File: config.mk
export PLATFORM = sky130hd
export DESIGN_NAME = key_watchdog
export DESIGN_NICKNAME = d
export VERILOG_FILES = /design/src/rtl/wdt_pkg.sv /design/src/rtl/wd_key_gate.sv /design/src/rtl/wd_countdown.sv /design/src/rtl/key_watchdog.sv
export SDC_FILE = /design/constraint.sdc
export NUM_CORES = 1
export LEC_CHECK = 0
export ABC_AREA = 1
export BUFFER_PORTS_ARGS = -buffer_cell sky130_fd_sc_hd__buf_2
export CAP_MARGIN = 20
export CORE_MARGIN = 2
export CORE_UTILIZATION = 44
export DETAILED_ROUTE_END_ITERATION = 12
export MAX_ROUTING_LAYER = met4
export PLACE_DENSITY = 0.78
export SYNTH_ARGS = -nofsm -noshare
export SYNTH_HDL_FRONTEND = slang
export SYNTH_HIERARCHICAL = 1
export SYNTH_SLANG_ARGS = --single-unit
File: constraint.sdc
create_clock -name clk -period 2.01 [get_ports clk]
set_input_delay 0.402 -clock clk [delete_from_list [all_inputs] [get_ports clk]]
set_output_delay 0.402 -clock clk [all_outputs]
set_load 0.005 [all_outputs]
File: src/rtl/wdt_pkg.sv
package wdt_pkg;
    localparam int FIELD_W = 8;
    localparam int KEY_W   = 7;
    localparam int CNT_W   = FIELD_W + 1;
    localparam int CTRL_W  = KEY_W + 1 + FIELD_W;

    typedef struct packed {
        logic [KEY_W-1:0]   key;
        logic               run;
        logic [FIELD_W-1:0] cnt;
    } wd_ctrl_t;

    function automatic logic [CNT_W-1:0] load_value(input logic [FIELD_W-1:0] f);
        return (f == '0) ? CNT_W'(1 << FIELD_W) : {1'b0, f};
    endfunction

    function automatic logic key_matches(input logic [KEY_W-1:0] stored,
                                         input logic [KEY_W-1:0] offered);
        return offered == ~stored;
    endfunction
endpackage

File: src/rtl/wd_key_gate.sv
module wd_key_gate
    import wdt_pkg::*;
(
    input  logic     clk,
    input  logic     rst,
    input  logic     wr_ctrl,
    input  wd_ctrl_t wr_word,
    output logic     accept,
    output wd_ctrl_t ctrl_q
);
    always_comb begin
        accept = wr_ctrl && (!ctrl_q.run || key_matches(ctrl_q.key, wr_word.key));
    end

    always_ff @(posedge clk) begin
        if (rst)
            ctrl_q <= '0;
        else if (accept)
            ctrl_q <= wr_word;
    end

    // a refused write leaves the stored word as it was
    a_r2_locked_write_ignored: assert property (@(posedge clk) disable iff (rst)
        (wr_ctrl && ctrl_q.run && wr_word.key != ~ctrl_q.key) |=> $stable(ctrl_q));
    // a disabled watchdog takes any key
    a_r3_open_write_taken: assert property (@(posedge clk) disable iff (rst)
        (wr_ctrl && !ctrl_q.run) |=> (ctrl_q == $past(wr_word)));
endmodule

File: src/rtl/wd_countdown.sv
module wd_countdown
    import wdt_pkg::*;
#(
    parameter int GRACE_TICKS = 10
) (
    input  logic             clk,
    input  logic             rst,
    input  logic             tick,
    input  logic             load,
    input  wd_ctrl_t         load_word,
    output logic [CNT_W-1:0] cnt_q,
    output logic             run_q,
    output logic             nmi_q,
    output logic             rst_req_q
);
    localparam logic [CNT_W-1:0] GRACE = CNT_W'(GRACE_TICKS);

    typedef enum logic [1:0] {EV_NONE, EV_STEP, EV_FIRST, EV_FINAL} wd_event_e;
    wd_event_e ev;

    always_comb begin
        ev = EV_NONE;
        if (tick && run_q) begin
            if (cnt_q > CNT_W'(1))
                ev = EV_STEP;
            else if (!nmi_q)
                ev = EV_FIRST;
            else
                ev = EV_FINAL;
        end
    end

    always_ff @(posedge clk) begin
        if (rst) begin
            cnt_q     <= '0;
            run_q     <= 1'b0;
            nmi_q     <= 1'b0;
            rst_req_q <= 1'b0;
        end else begin
            rst_req_q <= 1'b0;
            if (load) begin
                cnt_q <= load_value(load_word.cnt);
                run_q <= load_word.run;
                nmi_q <= 1'b0;
            end else begin
                case (ev)
                    EV_STEP:  cnt_q <= cnt_q - CNT_W'(1);
                    EV_FIRST: begin
                        cnt_q <= GRACE;
                        nmi_q <= 1'b1;
                    end
                    EV_FINAL: begin
                        cnt_q     <= '0;
                        run_q     <= 1'b0;
                        rst_req_q <= 1'b1;
                    end
                    default: ;
                endcase
            end
        end
    end

    // count holds without a tick or a load
    a_r6_hold_without_tick: assert property (@(posedge clk) disable iff (rst)
        (!tick && !load) |=> $stable(cnt_q));
    // interrupt rises together with the grace reload
    a_r7_nmi_with_grace: assert property (@(posedge clk) disable iff (rst)
        $rose(nmi_q) |-> (cnt_q == GRACE && run_q));
    // reset request is a single cycle and follows the interrupt stage
    a_r8_single_pulse: assert property (@(posedge clk) disable iff (rst)
        rst_req_q |=> !rst_req_q);
    a_r8_after_nmi: assert property (@(posedge clk) disable iff (rst)
        rst_req_q |-> (nmi_q && !run_q));
    // accepted write clears the interrupt
    a_r9_load_clears_nmi: assert property (@(posedge clk) disable iff (rst)
        load |=> !nmi_q);
endmodule

File: src/rtl/key_watchdog.sv
module key_watchdog
    import wdt_pkg::*;
#(
    parameter int ADDR_W      = 8,
    parameter int DATA_W      = 32,
    parameter int CTRL_OFS    = 'h40,
    parameter int STAT_OFS    = 'h44,
    parameter int GRACE_TICKS = 10
) (
    input  logic              clk,
    input  logic              rst,
    input  logic              tick,
    input  logic              wr_en,
    input  logic [ADDR_W-1:0] wr_addr,
    input  logic [DATA_W-1:0] wr_data,
    input  logic [ADDR_W-1:0] rd_addr,
    output logic [DATA_W-1:0] rd_data,
    output logic              nmi,
    output logic              rst_req
);
    localparam logic [ADDR_W-1:0] A_CTRL = ADDR_W'(CTRL_OFS);
    localparam logic [ADDR_W-1:0] A_STAT = ADDR_W'(STAT_OFS);

    logic             wr_ctrl;
    logic             accept;
    wd_ctrl_t         wr_word;
    wd_ctrl_t         ctrl_q;
    logic [CNT_W-1:0] cnt_q;
    logic             run_q;

    assign wr_ctrl = wr_en && (wr_addr == A_CTRL);
    assign wr_word = wd_ctrl_t'(wr_data[CTRL_W-1:0]);

    wd_key_gate u_gate (
        .clk     (clk),
        .rst     (rst),
        .wr_ctrl (wr_ctrl),
        .wr_word (wr_word),
        .accept  (accept),
        .ctrl_q  (ctrl_q)
    );

    wd_countdown #(.GRACE_TICKS(GRACE_TICKS)) u_count (
        .clk       (clk),
        .rst       (rst),
        .tick      (tick),
        .load      (accept),
        .load_word (wr_word),
        .cnt_q     (cnt_q),
        .run_q     (run_q),
        .nmi_q     (nmi),
        .rst_req_q (rst_req)
    );

    always_comb begin
        rd_data = '0;
        if (rd_addr == A_STAT)
            rd_data = DATA_W'({nmi, run_q, cnt_q});
    end

    // writes elsewhere never reach the gate
    a_r11_other_offset_ignored: assert property (@(posedge clk) disable iff (rst)
        (wr_en && wr_addr != A_CTRL) |=> $stable(ctrl_q));
    // control offset reads as zero
    a_r10_ctrl_reads_zero: assert property (@(posedge clk) disable iff (rst)
        (rd_addr == A_CTRL) |-> (rd_data == '0));
endmodule

After elaboration in Yosys (flattened, before gate mapping):

Cells that the tools add are included.

* flip-flop bits (word level): 20
* word-level logic and storage cells: 34

* add/subtract/negate cells: 1
* bitwise logic cells: 1
* eq/ne operators: 6
* reduce and logical (&&, ||, !) cells: 9
* multiplexer cells: 10
* order comparisons: 1

Operators by type and width (count)
* $pmux W9 S3: 1
* $mux W9: 2
* $eq A8 B7 Y1 const B: 2
* $mux W11: 1
* $gt A9 B1 Y1 const B: 1
* $sub A9 B1 Y9 const B: 1
* $logic_not A8 Y1: 1
* $eq A7 B7 Y1: 1
* $not A7 Y7: 1
* $eq A2 B2 Y1 const B: 2
* $mux W1: 4
* $mux W2: 2
* $reduce_bool A4 Y1: 1
* $logic_and A1 B1 Y1: 3
* $eq A2 B1 Y1 const B: 1
* $reduce_bool A2 Y1: 1
* $reduce_or A2 Y1: 1
* $logic_not A1 Y1: 1
* $logic_or A1 B1 Y1: 1

Logic depth before layout (Yosys ltp):

Gate-level depths: netlist of the first run.

* depth after elaboration: 6
* gate-level depth with buffers: 12

Modules after synthesis:

The synthesis of the first run kept the hierarchy.

By module, submodules not included
* wd_key_gate: times used 1, area each 879.6 µm², cells an instance 138, seq. area each 320.3 µm²
* wd_countdown: times used 1, area each 770.7 µm², cells an instance 114, seq. area each 240.2 µm²
* key_watchdog: times used 1, area each 361.6 µm², cells an instance 64, seq. area each 0.0 µm²

Least setup slack after synthesis of the first run:

No wires, ideal clock.

* kind: input to register
* start point: in wr_addr[5]
* end point: reg u_count.cnt_q[3]
* arrival: 1.889 ns
* required time: 1.940 ns
* path slack: 0.051 ns
* cell stages on the path: 11
* cell sequence: nor2_1 -> nand3_1 -> nor2_1 -> clkbuf_1 -> buf_4 -> a21boi_1 -> clkbuf_1 -> nand2_1 -> o21ai_0 -> inv_1 -> a21oi_1

* cells in the longest elaborated chain, start to end: 4
* elaborated cells between the ends (all ways): 5
* those cells by class: 1 x eq/ne; 1 x mux; 3 x reduce/logical

RTL lines
* start: declaration: line key_watchdog.sv:14 `input logic [ADDR_W-1:0] wr_addr,`
* $eq A8 B7 Y1 *: line key_watchdog.sv:31 `assign wr_ctrl = wr_en && (wr_addr == A_CTRL);`
* $logic_and A1 B1 Y1 *: line key_watchdog.sv:31
* named net wr_ctrl: line key_watchdog.sv:24 `logic wr_ctrl;`
* $logic_and A1 B1 Y1 *: line wd_key_gate.sv:12 `accept = wr_ctrl && (!ctrl_q.run || key_matches(ctrl_q.key, wr_word.key));`
* named net accept: line key_watchdog.sv:25 `logic accept;`
* $reduce_bool A4 Y1 (no line) or $mux W9 (tied branches)
* end signal: assignment: line wd_countdown.sv:42 `cnt_q <= load_value(load_word.cnt);`
* end signal: assignment: line wd_countdown.sv:47 `EV_STEP: cnt_q <= cnt_q - CNT_W'(1);`
* end: declaration: line wd_countdown.sv:11 `output logic [CNT_W-1:0] cnt_q,`

The timed path passes the listed nets; every way through them passes the cells marked *.
A chain may end at the register's enable or synchronous reset.

Final worst setup path of the first run:

* start point: reg u_gate/ctrl_q[13] (netlist name)
* end point: reg u_count.cnt_q[3]

* cells in the longest elaborated chain, start to end: 5
* elaborated cells between the ends (all ways): 6
* those cells by class: 1 x eq/ne; 1 x mux; 1 x bitwise; 3 x reduce/logical

RTL lines
* $not A7 Y7 *: line wdt_pkg.sv:19 `return offered == ~stored;`
* $eq A7 B7 Y1 *: line wdt_pkg.sv:19
* $logic_or A1 B1 Y1 *: line wd_key_gate.sv:12
* $logic_and A1 B1 Y1 *: line wd_key_gate.sv:12
* named net accept: line key_watchdog.sv:25
* $reduce_bool A4 Y1 (no line) or $mux W9 (tied branches)

Marked as above.

==> summary.txt, run 1 <==
STA
  • RSZ-0062 raised after global routing: no
  • Final Hold Vio Count: 0
  • Hold slack: 0.401 ns
  • Final setup TNS: 0 ns
  • Final setup fails: 0
  • Fmax: 0.552 GHz
  • Crit path time final: 1.81 ns
  • Clock skew: 0.0130 ns
  • Final slew viol count: 0
  • Worst setup margin: 0.200 ns
  • Fin crit share: 90.1%

Placement
  • Area post-placement: 1830 sq um
  • Setup WS pre-CTS: 0.0810 ns
  • Hpwl dp: 2470 um
  • Post-Place Cells: 355
  • Final GP Congestion: 0.914
  • # port buffers: 48

Clocking
  • Post-CTS setup buffers: 0
  • Worst-case clock buffer depth: 2
  • Worst-path clk slew: 0.09 ns
  • Root buffer cell: clkbuf_8
  • H-tree levels: 1
  • CTS Sinks: 20
  • CTS tree: done
  • Hold buffer count at CTS: 0
  • Clock latency on the worst-skew pair: 0.27 ns
  • CTS Buf Count: 3
  • Resized Gates After CTS: 0

Floorplanning
  • Die Y: 65.8 um
  • Rows: 22
  • Initial Util: 45.8%
  • Die Width: 65.8 um
  • CORE AREA: 3660 sq um
  • Full die area: 4320 sq um
  • I/O pins: 86

Logic synthesis
  • Synth Cell Area: 1680 sq um
  • Synthesized area per cell: 6.26 sq um
  • Synthesized instance count: 268
  • Yosys warning count: 6

Layout
  • Area growth from synthesis to layout: 13.1%
  • Final cell count without fillers: 359
  • Finished Cell Area: 1900 sq um
  • ANT cells: 0
  • Layout cell share with drive strength beyond 1: 25.4%
  • Final nets: 366
  • Final Util: 51.8%

Worst setup path
  • Worst R2R Setup Slack: 0.20 ns
  • CP Max Fanout: 13
  • Reg2reg end: u_count/cnt_q[3]
  • Critical Path AT: 2.01 ns
  • Crit. End Element: flip-flop
  • Worst EP required: 2.20 ns
  • Critical path type: reg2reg
  • Crit path launch type: flip-flop
  • Worst r2r src: u_gate/ctrl_q[13]
  • Worst-case reg-to-reg path depth: 13

GRT
  • Grt ovf: 0
  • Maximum number of pins on one net before global-route repair: 17
  • Vias in the first global route: 1329
  • Initial antenna violation count: 0
  • First-pass GRT wire length: 5350 um
  • Tot GR Track Use: 15.7%

Route
  • Final wirelength: 3170 um
  • Vias per inst: 4.31
  • Vias: 1546
  • # DRC: 0
  • Routed WL per cell: 8.82 um
  • Remaining antenna violation count: 0
  • Violation count after the first detailed-routing iteration: 50
  • 1st-pass router iterations: 4

Worst hold path
  • Hold Crit Endpoint: u_count/cnt_q[4]
  • Hold path cells: 3
  • HP Class: in2reg
  • Hold path startpoint: wr_data[4]

Power
  • Tot Pwr: 0.898 mW
  • Leakage: 0.967 nW
  • Power Density: 473 nW/um^2
  • Max IR drop VDD: 606 uV

Job
  • Max Cap Viol: 0

Run status
  • Status: completed
-- cells in the final DEF (no fill, tap or decap), types with 4 or more instances in the layout --
cell type and instances:
dfxtp_1 20, buf_2 48, a31oi_1 4, nor2_2 13
nand2_1 49, conb_1 21, o21ai_0 5, a21oi_1 14
xor2_1 6, nand3_1 15, inv_1 50, nor2_1 36
-- flip-flops by register name, summed over array words and instances, names as in the netlist --
register           cells
u_count/run_q          1
u_count/rst_req_q      1
u_gate/ctrl_q          8
u_count/cnt_q          9
u_count/nmi_q          1
-- metal layers --
| layer | vias to the layer above | part of all wire (%) | global-route usage (%) |
|---|---|---|---|
| met5 | - | 0 | - |
| met4 | 0 | 0.32 | 1.56 |
| met3 | 2 | 5.2 | 3.25 |
| met2 | 33 | 48 | 29.3 |
| met1 | 669 | 46 | 17.7 |
| li1 | 842 | - | - |
-- critical path, cell delays in order, from the launching register on --
cell and delay (ns):
dfxtp_1 0.37, nand2_1 0.06, inv_1 0.05, nor2_1 0.03, nand2_1 0.05, nor2_1 0.05, nand2_2 0.10, a21boi_1 0.07
buf_4 0.19, nor2_2 0.25, inv_1 0.15, o21ai_0 0.19, inv_1 0.06, a21oi_1 0.12
-- worst max-delay path by stage --
stage	startpoint	endpoint	slack [ns]	depth (start not counted)
2_1_floorplan	wr_addr[5]	u_count/cnt_q[3]	0.13	11
3_3_place_gp	wr_data[13]	u_count/cnt_q[6]	0.11	14
3_5_place_dp	wr_data[13]	u_count/cnt_q[7]	0.08	14
4_1_cts	u_gate/ctrl_q[13]	u_count/cnt_q[3]	0.21	13
5_1_grt	u_gate/ctrl_q[13]	u_count/cnt_q[3]	0.008	13
6_report	u_gate/ctrl_q[13]	u_count/cnt_q[3]	0.20	13
-- where the power goes --
group	switching (mW)	internal, mW
Sequential	0.000707	0.397
Clock	0.147	0.266
Combinational	0.0485	0.0387
Total	0.197	0.702
-- layout make-up --
class	instances	area (sq um)
Fill cell	387	1760
Sequential cell	20	400
Inverter	52	195
Multi-Input combinational cell	184	908
Clock buffer	3	41.3
Clock inverter	1	30.0
Timing Repair Buffer	51	263
Tap cell	48	60.1
(Power assumes the default switching activity.)
==> run 2: changes to the inputs <==
GPL_TIMING_DRIVEN = 0   (was not set)
PLACE_DENSITY = not set   (was 0.78)
PLACE_DENSITY_LB_ADDON = 0.15   (was not set)
==> summary.txt, run 2 (same netlist as run 1, synthesis figures left out) <==
GRT
  • Grt ovf: 0 (unchanged)
  • Tot GR Track Use: 16.7% (+0.98 points)
  • Initial antenna violation count: 0 (unchanged)
  • Maximum number of pins on one net before global-route repair: 11 (-6)
  • First-pass GRT wire length: 5530 um (+3.2%)
  • Vias in the first global route: 1370 (+3.1%)

Worst setup path
  • CP Max Fanout: 10 (-3)
  • Crit path capture: u_count/cnt_q[3]
  • Worst-path cell chain: buf_2 -> nor2_1 -> nand3_1 -> nor2_1 -> clkbuf_1 -> buf_4 -> a21boi_2 -> buf_2 -> nand2_1 -> o21ai_0 -> inv_1 -> a21oi_1
  • Crit path launch type: input pin
  • Max stage delay on crit path: 0.27 ns (-0.10 ns)
  • Worst path slowest cell: buf_2
  • Worst R2R Setup Slack: 0.36 ns (+0.16 ns)
  • Crit. End Element: flip-flop
  • Worst r2r src: u_gate/ctrl_q[13]
  • Worst-case reg-to-reg path depth: 11 (-2)
  • Worst EP required: 2.21 ns (about the same)
  • Critical Path Source: wr_addr[5]
  • Critical path type: in2reg
  • Critical Path AT: 1.96 ns (-0.05 ns)
  • Reg2reg end: u_count/cnt_q[3]

Route
  • 1st-pass router iterations: 4 (unchanged)
  • Violation count after the first detailed-routing iteration: 41 (-18%)
  • Vias: 1637 (+5.9%)
  • # DRC: 0 (unchanged)
  • Vias per inst: 4.23 (-1.8%)
  • Final wirelength: 3360 um (+6.0%)
  • Remaining antenna violation count: 0 (unchanged)
  • Routed WL per cell: 8.68 um (-1.6%)

Floorplanning
  • Initial Util: 45.8% (unchanged)
  • Full die area: 4320 sq um (unchanged)
  • CORE AREA: 3660 sq um (unchanged)
  • Die Width: 65.8 um (unchanged)
  • Die Y: 65.8 um (unchanged)
  • Rows: 22 (unchanged)
  • I/O pins: 86 (unchanged)

Clocking
  • Resized Gates After CTS: 1 (+1)
  • Worst-case clock buffer depth: 2 (unchanged)
  • H-tree levels: 1 (unchanged)
  • Post-CTS setup buffers: 0 (unchanged)
  • Worst-path clk slew: 0.08 ns (about the same)
  • CTS Sinks: 20 (unchanged)
  • Hold buffer count at CTS: 0 (unchanged)
  • CTS tree: done
  • Root buffer cell: clkbuf_8
  • Clock latency on the worst-skew pair: 0.26 ns (about the same)
  • CTS Buf Count: 3 (unchanged)

Run status
  • Status: completed

STA
  • Fin crit share: 87.3% (-2.8 points)
  • Fmax: 0.570 GHz (+3.2%)
  • Clock skew: 0.00515 ns (-0.00787 ns)
  • Final slew viol count: 0 (unchanged)
  • Final Hold Vio Count: 0 (unchanged)
  • Crit path time final: 1.75 ns (-0.0559 ns)
  • RSZ-0062 raised after global routing: no
  • Final setup fails: 0 (unchanged)

Placement
  • # port buffers: 48 (unchanged)
  • Hpwl dp: 2780 um (+12%)
  • Final GP Congestion: 0.909 (-0.54%)

Layout
  • Biggest regs: u_count/cnt_q (9), u_gate/ctrl_q (8)
  • Final nets: 395 (+7.9%)
  • ANT cells: 0 (unchanged)
  • Layout cell share with drive strength beyond 1: 31.3% (+5.9 points)
  • Area growth from synthesis to layout: 25.1%
  • Largest register FFs: 9 (unchanged)
  • Top reg by flops: u_count/cnt_q
  • Final Util: 57.3% (+5.5 points)
  • Most frequent cells in the layout: 50 x inv_1, 50 x buf_2, 49 x nand2_1

Power
  • Power Density: 377 nW/um^2 (-20%)
  • Tot Pwr: 0.792 mW (-12%)
  • Max IR drop VDD: 297 uV (-51%)
  • Leakage: 1.11 nW (+15%)

Worst hold path
  • HP Class: in2reg

Job
  • Max Cap Viol: 0 (unchanged)
[run 2: cell count changes in the layout (fill, tap and decap cells not counted), sizes merged]
cell and change:
buf +28, bufinv -1, clkbuf +1
[run 2: final cells by class]
class	count	area, sq um
flip-flops and latches	20	400
multi-input cells	184	912
plain buffers	32	250
inverters	52	195
clock buffers	3	41.3
well taps	48	60.1
repair buffers	48	240
fillers	391	1560
[run 2: worst max-delay path, delay by kind of cell]
kind	cells	cell delay, ns
buf+inv	5	0.79
compound gates	3	0.43
simple gates	4	0.33
[run 2: where the power goes]
| group | switching, mW | total (mW) | internal, mW |
|---|---|---|---|
| Clock | 0.140 | 0.274 | 0.134 |
| Sequential | 0.000680 | 0.397 | 0.396 |
| Combinational | 0.0536 | 0.121 | 0.0669 |
[run 2: routing by layer]
layer	track usage, %	part of all wire (%)	up-vias
met5	-	0	-
met4	3.91	0.80	0
met3	4.97	5.3	5
met2	29.3	49	32
met1	18.5	45	701
li1	-	-	899
[run 2: through the flow]
step	setup TNS, ns	instance area, sq um	worst slack [ns]	instances	hold slack (ns)
after floorplan	0	1750	0.128	288	0.459
after global placement	-2.91	2050	-0.350	384	0.469
final	0	2100	0.256	387	0.400
after detailed placement	-3.01	2050	-0.324	384	0.474
after CTS	0	2100	0.105	387	0.400
after global routing	0	2100	0.0127	387	0.407
[run 2: how the worst min path moves through the flow]
stage,startpoint,end,depth (start not counted)
4_1_cts,wr_data[4],u_count/cnt_q[4],3
3_3_place_gp,u_count/nmi_q,u_count/nmi_q,2
2_1_floorplan,u_count/run_q,u_count/run_q,2
5_1_grt,wr_data[4],u_count/cnt_q[4],3
3_5_place_dp,u_count/nmi_q,u_count/nmi_q,2
6_report,wr_data[4],u_count/cnt_q[4],3
==> run 3: changes to the inputs <==
CELL_PAD_IN_SITES_DETAIL_PLACEMENT = 1   (was not set)
CELL_PAD_IN_SITES_GLOBAL_PLACEMENT = 1   (was not set)
CORE_UTILIZATION = 29   (was 44)
==> summary.txt, run 3 (same netlist as run 1, synthesis figures left out) <==
Route
  • Vias: 1702 (+4.0%)
  • Vias per inst: 4.14 (-2.1%)
  • Highest routed layer: met4
  • Remaining antenna violation count: 0 (unchanged)
  • Met1 wire length: 1770 um (+18%)
  • Metal2 WL: 2220 um (+35%)
  • Met3 wire length: 197 um (+11%)
  • 1st-pass router iterations: 4 (unchanged)
  • Final wirelength: 4210 um (+25%)
  • Routed WL per cell: 10.2 um (+18%)
  • # DRC: 0 (unchanged)
  • Violation count after the first detailed-routing iteration: 60 (+46%)

Clocking
  • Post-CTS setup buffers: 0 (unchanged)
  • Worst-case clock buffer depth: 2 (unchanged)
  • Root buffer cell: clkbuf_8
  • Worst-path clk slew: 0.08 ns (about the same)
  • CTS Buf Count: 3 (unchanged)
  • CTS tree: done
  • H-tree levels: 1 (unchanged)
  • Clock latency on the worst-skew pair: 0.27 ns (about the same)
  • CTS Sinks: 20 (unchanged)

Layout
  • Most common cell after layout, fill and taps aside: inv_1
  • Largest register FFs: 9 (unchanged)
  • Most frequent cells in the layout: 50 x inv_1, 49 x nand2_1, 49 x buf_2
  • Top reg by flops: u_count/cnt_q
  • Biggest regs: u_count/cnt_q (9), u_gate/ctrl_q (8)
  • Area growth from synthesis to layout: 27.1%
  • ANT cells: 0 (unchanged)
  • Final nets: 395 (unchanged)
  • Final Util: 38.5% (-19 points)
  • Layout cell share with drive strength beyond 1: 31.6% (+0.29 points)

Worst setup path
  • Critical Path AT: 1.96 ns (about the same)
  • CP Max Fanout: 6 (-4)
  • Crit path launch type: input pin
  • Critical path type: in2reg
  • Crit. End Element: flip-flop
  • Worst EP required: 2.21 ns (about the same)

Floorplanning
  • Rows: 27 (+23%)
  • Full die area: 6410 sq um (+48%)
  • I/O pins: 86 (unchanged)
  • CORE AREA: 5540 sq um (+51%)
  • Initial Util: 30.3% (-16 points)
  • Die Y: 80.1 um (+22%)
  • Die Width: 80.1 um (+22%)

Placement
  • # port buffers: 48 (unchanged)
  • Hpwl dp: 3500 um (+26%)
  • Setup WS pre-CTS: -0.417 ns (-0.0924 ns)
  • Final GP Congestion: 0.784 (-14%)

STA
  • Final Hold Vio Count: 0 (unchanged)
  • Final slew viol count: 0 (unchanged)
  • Fmax: 0.570 GHz (about the same)
  • Final setup TNS: 0 ns (unchanged)
  • RSZ-0062 raised after global routing: no
  • Clock skew: 0.0116 ns (+0.00647 ns)
  • Final setup fails: 0 (unchanged)
  • Crit path time final: 1.75 ns (+0.000524 ns)
  • Worst setup margin: 0.255 ns (-0.000524 ns)
  • Fin crit share: 87.3% (about the same)

Power
  • Tot Pwr: 0.796 mW (+0.45%)
  • Sequential Power Share: 49.9% (-0.2 points)
  • Power share of the combinational group: 15.5% (+0.3 points)
  • Clk network pwr share: 34.5% (about the same)
  • Power Density: 373 nW/um^2 (-1.1%)
  • Leakage: 1.11 nW (+0.25%)
  • Switching Power: 0.198 mW (+1.7%)
  • Int Power: 0.598 mW (about the same)
  • Sw frac: 24.9% (+0.31 points)
  • Max IR drop VDD: 163 uV (-45%)

GRT
  • Maximum number of pins on one net before global-route repair: 11 (unchanged)
  • Tot GR Track Use: 14.6% (-2.1 points)
  • Grt ovf: 0 (unchanged)
  • Vias in the first global route: 1625 (+19%)
  • Initial antenna violation count: 0 (unchanged)
  • First-pass GRT wire length: 7230 um (+31%)

Worst hold path
  • HP Class: in2reg

Job
  • Max Cap Viol: 0 (unchanged)

Run status
  • Status: completed
==> run 3: power groups by stage <==
| stage | combinational, mW | clock (mW) | sequential (mW) |
|---|---|---|---|
| after floorplan | 0.0755 | 0 | 0.406 |
| after global placement | 0.121 | 0 | 0.407 |
| after detailed placement | 0.123 | 0 | 0.407 |
| after CTS | 0.123 | 0.290 | 0.397 |
| after global routing | 0.141 | 0.309 | 0.397 |
| final | 0.123 | 0.275 | 0.397 |
==> run 3: routing by layer <==
metal | GRT usage (%) | vias to the layer above
met5 | - | -
met1 | 16.4 | 768
li1 | - | 900
met2 | 26.3 | 30
met4 | 3.05 | 0
met3 | 3.48 | 4
==> run 3: worst paths after layout <==
path         cells past startpoint  slack (ns)                to         startpoint
max reg2reg                     12        0.28  u_count/cnt_q[3]  u_gate/ctrl_q[15]
min                              4        0.40  u_gate/ctrl_q[8]                rst
min reg2reg                      2        0.49     u_count/nmi_q      u_count/nmi_q
max                             12        0.26  u_count/cnt_q[3]         wr_addr[5]
==> run 3: final cells by class <==
| class | instances | area, sq um |
|---|---|---|
| multi-input cells | 184 | 912 |
| fillers | 782 | 3410 |
| well taps | 72 | 90.1 |
| plain buffers | 32 | 254 |
| repair buffers | 48 | 240 |
| clock buffers | 3 | 41.3 |
| flip-flops and latches | 20 | 400 |
| inverters | 52 | 195 |
==> run 3: timing repair <==
action / 4_1_cts / 5_1_grt
resized for setup: 1 / 4
hold buffers: 0 / 0
pin swaps: 0 / 0
setup endpoints to repair: 10 / 12
==> run 3: per-stage QoR <==
stage | instances | area (sq um) | hold WS (ns)
finish | 411 | 2130 | 0.403
global route | 411 | 2130 | 0.405
CTS | 411 | 2130 | 0.397
detailed placement | 408 | 2080 | 0.486
global placement | 408 | 2080 | 0.477
floorplan | 288 | 1750 | 0.459
==> run 3: worst max-delay path, cell delays in order <==
cell and delay, ns:
buf_2 0.08, nor2_1 0.04, nand3_1 0.08, nor2_1 0.04, clkbuf_2 0.14, buf_4 0.15, a21boi_2 0.17, nor2_2 0.30
inv_1 0.17, o21ai_0 0.19, inv_1 0.07, a21oi_1 0.13
